### config.mk
export PLATFORM = sky130hd
export DESIGN_NAME = tgt_diag_regs
export DESIGN_NICKNAME = d
export VERILOG_FILES = /design/src/rtl/tgt_diag_pkg.sv /design/src/rtl/tgt_flag_bank.sv /design/src/rtl/tgt_discard_timer.sv /design/src/rtl/tgt_diag_regs.sv
export SDC_FILE = /design/constraint.sdc
export NUM_CORES = 1
export LEC_CHECK = 0
export ABC_AREA = 0
export CORE_AREA = 2 2 72 74
export DETAILED_ROUTE_END_ITERATION = 10
export DIE_AREA = 0 0 74 76
export PLACE_DENSITY = 0.79
export SKIP_LAST_GASP = 1
export SLEW_MARGIN = 20
export SYNTH_ARGS = -nofsm -noshare
export SYNTH_HDL_FRONTEND = slang
export SYNTH_HIERARCHICAL = 1
export SYNTH_SLANG_ARGS = --single-unit
### constraint.sdc
create_clock -name clk -period 1.95 [get_ports clk]
set_input_delay 0.4875 -clock clk [delete_from_list [all_inputs] [get_ports clk]]
set_output_delay 0.4875 -clock clk [all_outputs]
set_load 0.02 [all_outputs]
### src/rtl/tgt_diag_pkg.sv
package tgt_diag_pkg;
  localparam int WORD_W   = 32;
  localparam int BE_W     = WORD_W / 8;
  localparam int VS_BIT   = 0;
  localparam int FLAG_LO  = 1;
  localparam int FLAG_N   = 3;
  localparam int CNT_LO   = 16;
  localparam int CNT_W    = 15;
  // Flag indices within the sticky bank (bit = FLAG_LO + index).
  localparam int F_BADBE   = 0;
  localparam int F_ROWRITE = 1;
  localparam int F_OVERLAP = 2;
endpackage

### src/rtl/tgt_flag_bank.sv
module tgt_flag_bank #(
  parameter int          N        = 3,
  parameter logic [N-1:0] SET_MASK = '1
) (
  input  logic         clk,
  input  logic         rst,
  input  logic [N-1:0] set_evt,
  input  logic [N-1:0] clr_req,
  output logic [N-1:0] flags_q
);
  for (genvar i = 0; i < N; i++) begin : g_flag
    logic set_en;
    assign set_en = set_evt[i] & SET_MASK[i];
    always_ff @(posedge clk) begin
      if (rst)
        flags_q[i] <= 1'b0;
      else
        flags_q[i] <= set_en | (flags_q[i] & ~clr_req[i]);
    end
  end
endmodule

### src/rtl/tgt_discard_timer.sv
module tgt_discard_timer #(
  parameter int CNT_W = 15
) (
  input  logic             clk,
  input  logic             rst,
  input  logic             start,
  input  logic             done,
  input  logic [CNT_W-1:0] cnt_val,
  output logic             discard
);
  localparam int TMR_W = CNT_W + 1;
  localparam logic [TMR_W-1:0] LONGEST = TMR_W'(1) << CNT_W;

  logic [TMR_W-1:0] remain_q;
  logic [TMR_W-1:0] load_val;
  logic             active_q;

  assign load_val = (cnt_val == '0) ? LONGEST : {1'b0, cnt_val};

  always_ff @(posedge clk) begin
    if (rst) begin
      remain_q <= '0;
      active_q <= 1'b0;
      discard  <= 1'b0;
    end else begin
      discard <= 1'b0;
      if (start) begin
        active_q <= 1'b1;
        remain_q <= load_val;
      end else if (active_q) begin
        if (done) begin
          active_q <= 1'b0;
        end else if (remain_q == TMR_W'(1)) begin
          discard  <= 1'b1;
          active_q <= 1'b0;
        end else begin
          remain_q <= remain_q - TMR_W'(1);
        end
      end
    end
  end
endmodule

### src/rtl/tgt_diag_regs.sv
module tgt_diag_regs
  import tgt_diag_pkg::*;
(
  input  logic              clk,
  input  logic              rst,
  input  logic              reg_we,
  input  logic [BE_W-1:0]   reg_be,
  input  logic [WORD_W-1:0] reg_wdata,
  output logic [WORD_W-1:0] reg_rdata,
  input  logic              evt_overlap,
  input  logic              evt_ro_write,
  input  logic              volt_sense_in,
  input  logic              retry_start,
  input  logic              txn_done,
  output logic              discard_pulse
);
  localparam int CNT_HI   = CNT_LO + CNT_W - 1;
  localparam int LO_LANE  = CNT_LO / 8;
  localparam int HI_LANE  = LO_LANE + 1;
  localparam int HI_BITS  = CNT_W - 8;

  logic [CNT_W-1:0]  cnt_q;
  logic [FLAG_N-1:0] flags_q;
  logic [FLAG_N-1:0] flag_set;
  logic [FLAG_N-1:0] flag_clr;
  logic              vs_q;
  logic              unused_wbits;

  assign unused_wbits = ^{reg_wdata[WORD_W-1], reg_wdata[CNT_LO-1:FLAG_LO+FLAG_N],
                          reg_wdata[VS_BIT], reg_be[1]};

  // Supply sense sampled every clock, reset or not.
  always_ff @(posedge clk) vs_q <= volt_sense_in;

  // Count field, one byte lane at a time.
  always_ff @(posedge clk) begin
    if (rst) begin
      cnt_q <= '0;
    end else if (reg_we) begin
      if (reg_be[LO_LANE]) cnt_q[7:0]       <= reg_wdata[CNT_LO +: 8];
      if (reg_be[HI_LANE]) cnt_q[CNT_W-1:8] <= reg_wdata[CNT_LO+8 +: HI_BITS];
    end
  end

  always_comb begin
    flag_set            = '0;
    flag_set[F_OVERLAP] = evt_overlap;
    flag_set[F_ROWRITE] = evt_ro_write;
    flag_clr            = (reg_we && reg_be[0]) ? reg_wdata[FLAG_LO +: FLAG_N] : '0;
  end

  tgt_flag_bank #(
    .N        (FLAG_N),
    .SET_MASK (3'b110)
  ) u_flags (
    .clk     (clk),
    .rst     (rst),
    .set_evt (flag_set),
    .clr_req (flag_clr),
    .flags_q (flags_q)
  );

  tgt_discard_timer #(
    .CNT_W (CNT_W)
  ) u_timer (
    .clk     (clk),
    .rst     (rst),
    .start   (retry_start),
    .done    (txn_done),
    .cnt_val (cnt_q),
    .discard (discard_pulse)
  );

  always_comb begin
    reg_rdata                        = '0;
    reg_rdata[VS_BIT]                = vs_q;
    reg_rdata[FLAG_LO +: FLAG_N]     = flags_q;
    reg_rdata[CNT_HI:CNT_LO]         = cnt_q;
  end
endmodule

==> flow_metrics.py <==
metrics = {
    "clocking": {
        "cts.sinks": 37,
        "cts_tree": "yes",
        "clock_latency_ps": 290,
        "cts_max_level": 2,
        "cts-root-buf": "clkbuf_8",
        "cts_hold_buffers": 0,
        "post-cts-setup-buffers": 0,
        "cts_max_path_buffers": 2,
        "cts_inserted_buffers": 5,
        "cts_resized": 0,
        "path_clk_slew_ps": 70,
    },
    "routing": {
        "wl_per_cell_um": 14.2,
        "drt_iter0_markers": 97,
        "num_vias": 2028,
        "post-route-drc-count": 0,
        "viasPerCell": 5.50,
        "ant_nets": 0,
        "first_pass_iters": 4,
        "wirelength_um": 5230,
    },
    "logic_synthesis": {
        "netlist_instances": 247,
        "synthSimpleGateAreaFrac": 0.264,
        "synthTopCellsByCount": "dfxtp_1, nand3_1, a21oi_1, buf_4, a21bo_1",
        "synth_top_area_share": 0.348,
        "synth-compound-area-share": 0.247,
        "synthAdderAreaFrac": 0.0118,
        "synth_top_family_by_area": "simple AND/OR/NAND/NOR gates",
        "synth_xor_area_frac": 0.00411,
        "ys_types": 56,
        "async_reset_ff_frac": 0,
        "synth_edf_count": 0,
        "muxShareOfSynthArea": 0,
        "synth.avg_cell_area_um2": 8.62,
        "ys_warn_count": 6,
        "synth.cell_area_mm2": 0.00213,
        "seq_area_frac_synth": 0.348,
        "yosysMostFrequentCell": "dfxtp_1",
        "synth-seq-cells": 37,
        "synth_top_flop_cell": "dfxtp_1",
        "synth_area_leaders": "dfxtp_1, a21bo_1, buf_4, nand3_1, a21oi_1",
        "synth.largest_area_cell": "dfxtp_1",
    },
    "floorplan": {
        "row_count": 26,
        "die_w_um": 74,
        "start_util": 0.434,
        "boundaryPins": 77,
        "fp.dieH_um": 76,
        "core_area_mm2": 0.00491,
        "die_area_mm2": 0.00562,
    },
    "placement": {
        "gp_congestion": 0.884,
        "dp_hpwl_um": 3620,
        "dp.cells": 362,
        "placed_area_mm2": 0.00268,
        "portBuffers": 48,
    },
    "sta": {
        "report.final.slew_viol_count": 0,
        "tightest_slew_ps": 540,
        "min_period_over_period": 0.958,
        "rsz0062_at_grt": "true",
        "fin_crit_ps": 1870,
        "fmax_mhz": 535,
        "setup_viol": 0,
        "hold_viol_final": 0,
        "slew_headroom": 0.639,
        "final.setup_skew_ps": 5.75,
        "fin_setup_tns_ps": 0,
    },
    "critical_path": {
        "end_kind": "flip-flop",
        "arrival_ps": 2070,
        "crit_type": "flip-flop to flip-flop",
        "crit_family": "compound AO/OA/AOI/OAI gates",
        "crit_buf_inv": 1,
        "cp_cell_sequence": "inv_1 > ha_1 > or3b_2 > a211o_1 > a221oi_1",
        "critical_path_required_ps": 2150,
        "cp.depth": 5,
        "worstSetupStartpointType": "flip-flop",
        "slowest_delay_ps": 550,
        "worst-path-max-fanout": 6,
        "ff2ff_path_depth": 5,
        "cpMaxStageDelayCell": "or3b_2",
    },
    "global_route": {
        "grt_max_degree": 42,
        "grt_use_total": 0.199,
        "antenna_found_initial": 0,
        "grt_pass1_vias": 1951,
        "grt_pass1_wl_um": 8920,
        "grt.overflow.total": 0,
    },
    "hold_path": {
        "holdPathStages": 2,
        "hold_class": "flip-flop to flip-flop",
    },
    "power": {
        "p_total_w": 0.00182,
        "p_per_area_mw_per_mm2": 656,
        "peakVddDrop_mv": 0.495,
        "cellLeakagePower_nw": 1.01,
    },
    "layout": {
        "final_nets": 345,
        "n_antenna_cell": 0,
        "area_growth_pct": 30.0,
        "layoutNonFillerInstCount": 369,
        "postLayoutCellArea_mm2": 0.00277,
        "drive_gt1_frac": 0.137,
        "final_util": 0.563,
    },
    "run": {
        "cap_violations": 0,
    },
    "status": {
        "status": "completed",
    },
}
worst min-delay path, cell delays in order, from the launching register on:
cell	delay, ps
dfxtp_1	310
nand2b_1	70
a21oi_1	60
registers in the layout, indices dropped and copies added, names as in the netlist:
name              count
u_timer/remain_q     16
cnt_q                15
u_flags/flags_q       3
u_timer/active_q      1
u_timer/discard       1
vs_q                  1
kinds of logic after synthesis:
group,count (synthesis)
AOI/OAI and AO/OA,68
adders and majority gates,2
buffers and inverters,43
and+or+nand+nor,95
xor gates and xnor gates,1
DFF,37
other,1
metrics by stage:
stage                     hold slack, ps  setup slack (ps)
after floorplan                      484               159
after global placement               460              -148
after detailed placement             469              -205
after CTS                            481              63.1
after global routing                 492             -45.9
final                                477              81.6
layout by cell type (no fill, tap or decap), drive strengths merged, types with 4 or more instances in the layout:
cell type	netlist	final
inv	10	10
a21bo	15	15
buf	24	18
or4	4	4
nor4	9	9
nand4	8	8
nand2	9	9
a311oi	8	8
clkdlybuf4s50	0	48
or3	6	6
nor3	8	8
a21oi	20	20
conb	1	13
clkbuf	9	7
nand3	19	19
nor2	11	11
dfxtp	37	37
layout make-up:
class	count	area [um2]
clock buffers	7	86.3
fillers	434	2140
inverters	10	37.5
multi-input cells	179	1170
flip-flops and latches	37	743
well taps	70	87.6
repair buffers	66	641
final timing paths:
kind / startpoint / end / slack (ps)
min reg2reg: u_flags/flags_q[2]$_SDFF_PP0_ / u_flags/flags_q[2]$_SDFF_PP0_ / 480
max: u_timer/remain_q[1]$_SDFFE_PP0P_ / u_timer/remain_q[4]$_SDFFE_PP0P_ / 80
max reg2reg: u_timer/remain_q[1]$_SDFFE_PP0P_ / u_timer/remain_q[4]$_SDFFE_PP0P_ / 80
min: u_flags/flags_q[2]$_SDFF_PP0_ / u_flags/flags_q[2]$_SDFF_PP0_ / 480
report_power, final:
group	leakage, nW	switching [W]	internal, W
sequential	0.305	0.0000456	0.000796
clock	0.0443	0.000265	0.000280
combinational	0.662	0.000221	0.000208
metal layers:
| metal | part of all wire | GRT usage | up-vias | wire (um) |
|---|---|---|---|---|
| li1 | - | - | 1007 | - |
| met2 | 0.47 | 0.304 | 72 | 2470 |
| met3 | 0.055 | 0.0450 | 8 | 289 |
| met4 | 0.019 | 0.0764 | 0 | 98 |
| met5 | 0 | 0 | - | 0 |
| met1 | 0.45 | 0.269 | 941 | 2370 |
Note: power is estimated with default switching activity, not from simulation.
